===== src/rtl/seq_ctl_pkg.sv =====
package seq_ctl_pkg;

    localparam int CTL_W = 30;

    // control word bit positions
    localparam int B_PC_DRV   = 0;
    localparam int B_PC_LD    = 1;
    localparam int B_MAR_LD   = 2;
    localparam int B_MDR_DRV  = 3;
    localparam int B_MDR_LD   = 4;
    localparam int B_IR_LD    = 5;
    localparam int B_OPA_LD   = 6;
    localparam int B_RES_DRV  = 7;
    localparam int B_RES_LD   = 8;
    localparam int B_ALU_ADD  = 9;
    localparam int B_ALU_INC4 = 10;
    localparam int B_ALU_PASS = 11;
    localparam int B_ALU_SHR  = 12;
    localparam int B_SEL_RA   = 13;
    localparam int B_SEL_RB   = 14;
    localparam int B_SEL_RC   = 15;
    localparam int B_REG_DRV  = 16;
    localparam int B_BASE_DRV = 17;
    localparam int B_REG_LD   = 18;
    localparam int B_IMM2_DRV = 19;
    localparam int B_IMM1_DRV = 20;
    localparam int B_CNT_LD   = 21;
    localparam int B_CNT_DEC  = 22;
    localparam int B_FLAG_LD  = 23;
    localparam int B_MEM_RD   = 24;
    localparam int B_MEM_WR   = 25;
    localparam int B_MEM_HOLD = 26;
    localparam int B_SEQ_DONE = 27;
    localparam int B_PC_CLR   = 28;
    localparam int B_RST_CLR  = 29;

    // opcode values
    localparam int OPC_LD   = 1;
    localparam int OPC_ST   = 3;
    localparam int OPC_BR   = 8;
    localparam int OPC_ADD  = 12;
    localparam int OPC_ADDI = 13;
    localparam int OPC_SHR  = 26;

    typedef enum logic [2:0] {
        CL_NONE,
        CL_ADD,
        CL_ADDI,
        CL_LD,
        CL_ST,
        CL_SHR,
        CL_BR
    } op_class_e;

    // how the step counter moves after this cycle
    typedef struct packed {
        logic to_zero;
        logic hold;
        logic again;
    } step_nav_t;

    function automatic logic [CTL_W-1:0] line(input int idx);
        return CTL_W'(1) << idx;
    endfunction

endpackage


===== src/rtl/seq_op_decoder.sv =====
module seq_op_decoder
    import seq_ctl_pkg::*;
#(
    parameter int OP_W = 5
) (
    input  logic [OP_W-1:0] opcode,
    output op_class_e       cls
);
    always_comb begin
        if (opcode == OP_W'(OPC_ADD))       cls = CL_ADD;
        else if (opcode == OP_W'(OPC_ADDI)) cls = CL_ADDI;
        else if (opcode == OP_W'(OPC_LD))   cls = CL_LD;
        else if (opcode == OP_W'(OPC_ST))   cls = CL_ST;
        else if (opcode == OP_W'(OPC_SHR))  cls = CL_SHR;
        else if (opcode == OP_W'(OPC_BR))   cls = CL_BR;
        else                                cls = CL_NONE;
    end
endmodule


===== src/rtl/seq_step_counter.sv =====
module seq_step_counter
    import seq_ctl_pkg::*;
#(
    parameter int STEP_W = 3
) (
    input  logic              clk,
    input  logic              rst,
    input  step_nav_t         nav,
    output logic [STEP_W-1:0] step
);
    always_ff @(posedge clk) begin
        if (rst)                      step <= '0;
        else if (nav.to_zero)         step <= '0;
        else if (nav.hold || nav.again) step <= step;
        else                          step <= step + STEP_W'(1);
    end
endmodule


===== src/rtl/seq_ctl_logic.sv =====
module seq_ctl_logic
    import seq_ctl_pkg::*;
#(
    parameter int STEP_W = 3
) (
    input  logic [STEP_W-1:0] step,
    input  op_class_e         cls,
    input  logic              mem_done,
    input  logic              cond_flag,
    input  logic              count_zero,
    input  logic              reset_req,
    output logic [CTL_W-1:0]  word,
    output step_nav_t         nav
);
    localparam logic [CTL_W-1:0] FETCH0 = line(B_PC_DRV) | line(B_MAR_LD) |
        line(B_ALU_INC4) | line(B_RES_LD) | line(B_MEM_RD);
    localparam logic [CTL_W-1:0] FETCH1 = line(B_RES_DRV) | line(B_PC_LD) |
        line(B_MEM_HOLD);
    localparam logic [CTL_W-1:0] FETCH2 = line(B_MDR_DRV) | line(B_IR_LD);
    localparam logic [CTL_W-1:0] WB_RA  = line(B_RES_DRV) | line(B_SEL_RA) |
        line(B_REG_LD) | line(B_SEQ_DONE);
    localparam logic [CTL_W-1:0] IMM_ADD = line(B_IMM2_DRV) | line(B_ALU_ADD) |
        line(B_RES_LD);

    int s;
    logic [CTL_W-1:0] exec_w;

    always_comb begin
        s = int'(step);
        exec_w = '0;
        unique case (cls)
            CL_ADD, CL_ADDI: begin
                if (s == 3) exec_w = line(B_SEL_RB) | line(B_REG_DRV) | line(B_OPA_LD);
                else if (s == 4) begin
                    if (cls == CL_ADD)
                        exec_w = line(B_SEL_RC) | line(B_REG_DRV) | line(B_ALU_ADD) | line(B_RES_LD);
                    else
                        exec_w = IMM_ADD;
                end
                else if (s == 5) exec_w = WB_RA;
            end
            CL_LD, CL_ST: begin
                if (s == 3) exec_w = line(B_SEL_RB) | line(B_BASE_DRV) | line(B_OPA_LD);
                else if (s == 4) exec_w = IMM_ADD;
                else if (s == 5) exec_w = line(B_RES_DRV) | line(B_MAR_LD);
                else if (s == 6) begin
                    if (cls == CL_ST)
                        exec_w = line(B_SEL_RA) | line(B_REG_DRV) | line(B_MDR_LD) | line(B_MEM_WR);
                    else
                        exec_w = line(B_MEM_RD) | line(B_MEM_HOLD);
                end
                else if (s == 7) begin
                    if (cls == CL_ST)
                        exec_w = line(B_MEM_HOLD) | line(B_SEQ_DONE);
                    else
                        exec_w = line(B_MDR_DRV) | line(B_SEL_RA) | line(B_REG_LD) | line(B_SEQ_DONE);
                end
            end
            CL_SHR: begin
                if (s == 3) exec_w = line(B_IMM1_DRV) | line(B_CNT_LD);
                else if (s == 4) begin
                    if (count_zero)
                        exec_w = line(B_SEL_RC) | line(B_REG_DRV) | line(B_CNT_LD);
                end
                else if (s == 5)
                    exec_w = line(B_SEL_RB) | line(B_REG_DRV) | line(B_ALU_PASS) | line(B_RES_LD);
                else if (s == 6) begin
                    if (!count_zero)
                        exec_w = line(B_RES_DRV) | line(B_ALU_SHR) | line(B_RES_LD) | line(B_CNT_DEC);
                end
                else if (s == 7) exec_w = WB_RA;
            end
            CL_BR: begin
                if (s == 3) exec_w = line(B_SEL_RC) | line(B_REG_DRV) | line(B_FLAG_LD);
                else if (s == 4)
                    exec_w = line(B_SEL_RB) | line(B_REG_DRV) | line(B_SEQ_DONE) |
                             (cond_flag ? line(B_PC_LD) : '0);
            end
            default: begin
                if (s == 3) exec_w = line(B_SEQ_DONE);
            end
        endcase
    end

    always_comb begin
        if (reset_req)   word = line(B_PC_CLR) | line(B_RST_CLR);
        else if (s == 0) word = FETCH0;
        else if (s == 1) word = FETCH1;
        else if (s == 2) word = FETCH2;
        else             word = exec_w;
    end

    always_comb begin
        nav.hold    = !reset_req && word[B_MEM_HOLD] && !mem_done;
        nav.to_zero = reset_req || (word[B_SEQ_DONE] && !nav.hold);
        nav.again   = !reset_req && cls == CL_SHR && s == 6 && !count_zero;
    end
endmodule


===== src/rtl/seq_ctl_unit.sv =====
module seq_ctl_unit
    import seq_ctl_pkg::*;
#(
    parameter int OP_W   = 5,
    parameter int STEP_W = 3
) (
    input  logic              clk,
    input  logic              rst,
    input  logic [OP_W-1:0]   opcode,
    input  logic              mem_done,
    input  logic              cond_flag,
    input  logic              count_zero,
    input  logic              reset_req,
    output logic [CTL_W-1:0]  ctl_word
);
    op_class_e         cls;
    step_nav_t         nav;
    logic [STEP_W-1:0] step;

    seq_op_decoder #(.OP_W(OP_W)) u_dec (
        .opcode (opcode),
        .cls    (cls)
    );

    seq_step_counter #(.STEP_W(STEP_W)) u_cnt (
        .clk  (clk),
        .rst  (rst),
        .nav  (nav),
        .step (step)
    );

    seq_ctl_logic #(.STEP_W(STEP_W)) u_logic (
        .step       (step),
        .cls        (cls),
        .mem_done   (mem_done),
        .cond_flag  (cond_flag),
        .count_zero (count_zero),
        .reset_req  (reset_req),
        .word       (ctl_word),
        .nav        (nav)
    );
endmodule


===== config.mk =====
export PLATFORM = sky130hd
export DESIGN_NAME = seq_ctl_unit
export DESIGN_NICKNAME = d
export VERILOG_FILES = /design/src/rtl/seq_ctl_pkg.sv /design/src/rtl/seq_op_decoder.sv /design/src/rtl/seq_step_counter.sv /design/src/rtl/seq_ctl_logic.sv /design/src/rtl/seq_ctl_unit.sv
export SDC_FILE = /design/constraint.sdc
export NUM_CORES = 1
export LEC_CHECK = 0
export BUFFER_PORTS_ARGS = -buffer_cell sky130_fd_sc_hd__buf_2
export CORE_UTILIZATION = 45
export DETAILED_ROUTE_END_ITERATION = 7
export GPL_TIMING_DRIVEN = 0
export MAX_ROUTING_LAYER = met4
export PLACE_DENSITY = 0.75
export SYNTH_ARGS = -nofsm -noshare
export SYNTH_HDL_FRONTEND = slang
export SYNTH_SLANG_ARGS = --single-unit

===== constraint.sdc =====
create_clock -name clk -period 6.8 [get_ports clk]
set_input_delay 0.68 -clock clk [delete_from_list [all_inputs] [get_ports clk]]
set_output_delay 0.68 -clock clk [all_outputs]
set_load 0.03 [all_outputs]

==> flow_summary.yaml <==
die:
  ios: 41
  die_h_um: 49.8
  initial_core_util_pct: 50.2
  die_w_um: 49.8
  core_area_mm2: 0.00204
  num_rows: 16
  dieArea_mm2: 0.00248
setup_path:
  reg2reg_slack_ns: 4.11
  r2r-start: "u_cnt.step[2]"
  cp_data_arrival_time_ns: 2.81
  r2r_end: "u_cnt.step[1]"
  crit_path_start: "u_cnt.step[2]"
  reg2reg_depth: 9
  critPathCaptureType: "primary output"
  path_max_fanout: 10
  cp.required_ns: 6.12
  critPathLaunchType: "flop"
  critical_path_class: "reg -> out"
flow_run:
  drv_cap: 0
detailed_routing:
  dr.pass1.iters: 4
  avgRoutedWirePerCell_um: 14.6
  vias: 1300
  drc: 0
  drt-total-wl_mm: 3.15
  routed_via_density: 6.02
  ant_nets: 0
  dr.first_iter.drc_count: 45
min_path:
  hold_depth: 2
  hold_class: "reg -> reg"
  hold_end: "u_cnt.step[0]"
  hold_start: "u_cnt.step[0]"
cells_and_area:
  fin_area_mm2: 0.00127
  largest_register: "u_cnt.step"
  area_growth_pct: 23.9
  num-nets-final: 207
  top_regs: "u_cnt.step (3)"
  antennaDiodeCount: 0
  finish.utilization_pct: 62.3
  largest_register_ff_count: 3
  drive_above_1_share_pct: 35.4
  fillerInstances: 209
synthesis:
  seq_area_frac_synth_pct: 5.85
  ys_types: 52
  yosysTopAreaCell: "nor2_1"
  synthTopCellsByArea: "nor2_1 (8.0%), ha_1 (7.3%), dfxtp_1 (5.9%), nand2_1 (5.5%), nor3_1 (4.4%)"
  ys_ff_latch: 3
  synthMostInstantiatedCell: "nor2_1"
  synth_area_mm2: 0.00103
  synthTopCellsByCount: "nor2_1 (22), nand2_1 (15), nor3_1 (9)"
  synth_flop_cell: "dfxtp_1"
  yosysTopAreaCellShare_pct: 8.05
  yosys_warnings: 0
  synth_nets: 165
  synth_edf_count: 0
  async_flop_share_pct: 0
  netlist_instances: 148
  avgSynthCellArea_um2: 6.93
clocking:
  cts_tree: "yes"
  ctsLongestPathBuffers: 2
  clk_latency_ns: 0.23
  ctsRootBufferMaster: "clkbuf_4"
  cts_buffers: 3
  ctsHoldBuffers: 0
  ctsResizeCount: 0
  numClockSinks: 3
  postCtsSetupRepairBufs: 0
  htreeDepth: 1
  clk_pin_slew_ns: 0.04
timing:
  finClkSkew_ns: 0.00392
  fmaxAchievable_mhz: 287
  rsz0062_at_grt: "no"
  setup_viol: 0
  min_period_ns: 3.49
  fin_setup_tns_ns: 0
  relSlewSlack_pct: 44.4
  worst_slew_pin_slew_ns: 0.826
  hold_slack_ns: 0.535
  fin_crit_sh_pct: 51.3
  maxSlewViolCount: 0
  hold_viol: 0
pwr:
  p_leak_uw: 0.000542
  irDropWorstVdd_mv: 0.0970
  powerDensity_mw_per_mm2: 76.6
  power_uw: 97.3
global_routing:
  globalRouteTotalUtil_pct: 27.5
  grt_overflow: 0
  grt_first_pass_wirelength_mm: 5.26
  grt_pass1_vias: 1176
  grt_antenna_before_repair: 0
  grt_start_max_net_pins: 11
placement:
  hpwl_mm: 2.46
  postPlaceCellArea_mm2: 0.00124
  place.gp.congestion: 0.929
  port-buffer-count: 37
outcome:
  status: "complete, no violations"
-- worst max-delay path, cell delays in order, from the launching register on --
cell	delay [ns]
dfxtp_1	0.45
buf_2	0.28
inv_1	0.17
ha_1	0.24
buf_6	0.15
or4bb_1	0.49
o32ai_2	0.28
a211oi_2	0.11
a21oi_1	0.18
buf_2	0.23
-- cell usage in the layout, fill, tap and decap left out, drive strengths merged, types with 5 or more instances in the layout --
cell type   n
buf        47
nor2       22
nand2      15
nor3       10
a21oi       8
clkbuf      8
inv         7
o21ai       6
ha          6
nor4        5
o22ai       5
-- stage by stage --
stage	setup slack, ns	instances
finish	3.31	216
floorplan	3.49	148
CTS	3.34	216
detailed placement	3.59	212
global placement	3.63	212
global route	3.17	216
-- kinds of logic after synthesis --
| logic type | Yosys count | synth area share (%) |
|---|---|---|
| fa+ha+maj | 6 | 7.32 |
| mux | 2 | 1.95 |
| flops | 3 | 5.85 |
| simple gates | 77 | 43.0 |
| compound gates | 39 | 29.9 |
| buf+inv | 21 | 12.0 |
-- layer usage --
metal / GRT usage (%) / up-vias / part of all wire, %
li1: - / 627 / -
met1: 31.6 / 590 / 42
met2: 46.2 / 69 / 50
met3: 5.56 / 14 / 6.2
met4: 11.0 / 0 / 1.9
met5: - / - / 0
-- power breakdown --
part	internal (uW)	switching (uW)	leakage, uW	total (uW)
registers	18.3	0.792	0.0000245	19.1
logic	17.1	30.4	0.000503	47.5
clock network	22.0	8.76	0.0000150	30.7
total	57.4	40.0	0.000542	97.3
-- worst max-delay path by stage --
| stage | end | slack, ns | depth (start not counted) |
|---|---|---|---|
| 2_1_floorplan | ctl_word[22] | 3.49 | 5 |
| 3_3_place_gp | ctl_word[27] | 3.63 | 9 |
| 3_5_place_dp | ctl_word[27] | 3.59 | 9 |
| 4_1_cts | ctl_word[27] | 3.34 | 9 |
| 5_1_grt | ctl_word[27] | 3.17 | 9 |
| 6_report | ctl_word[27] | 3.31 | 9 |
-- layout make-up --
cell class | instances | area [um^2] | area share [%]
tap | 27 | 33.8 | 2.66
buffer | 14 | 96.3 | 7.58
clock buffer | 4 | 26.3 | 2.07
multi-input combinational | 124 | 843 | 66.3
timing repair buffer | 37 | 185 | 14.6
sequential | 3 | 60.1 | 4.72
inverter | 7 | 26.3 | 2.07
(Power assumes the default switching activity.)
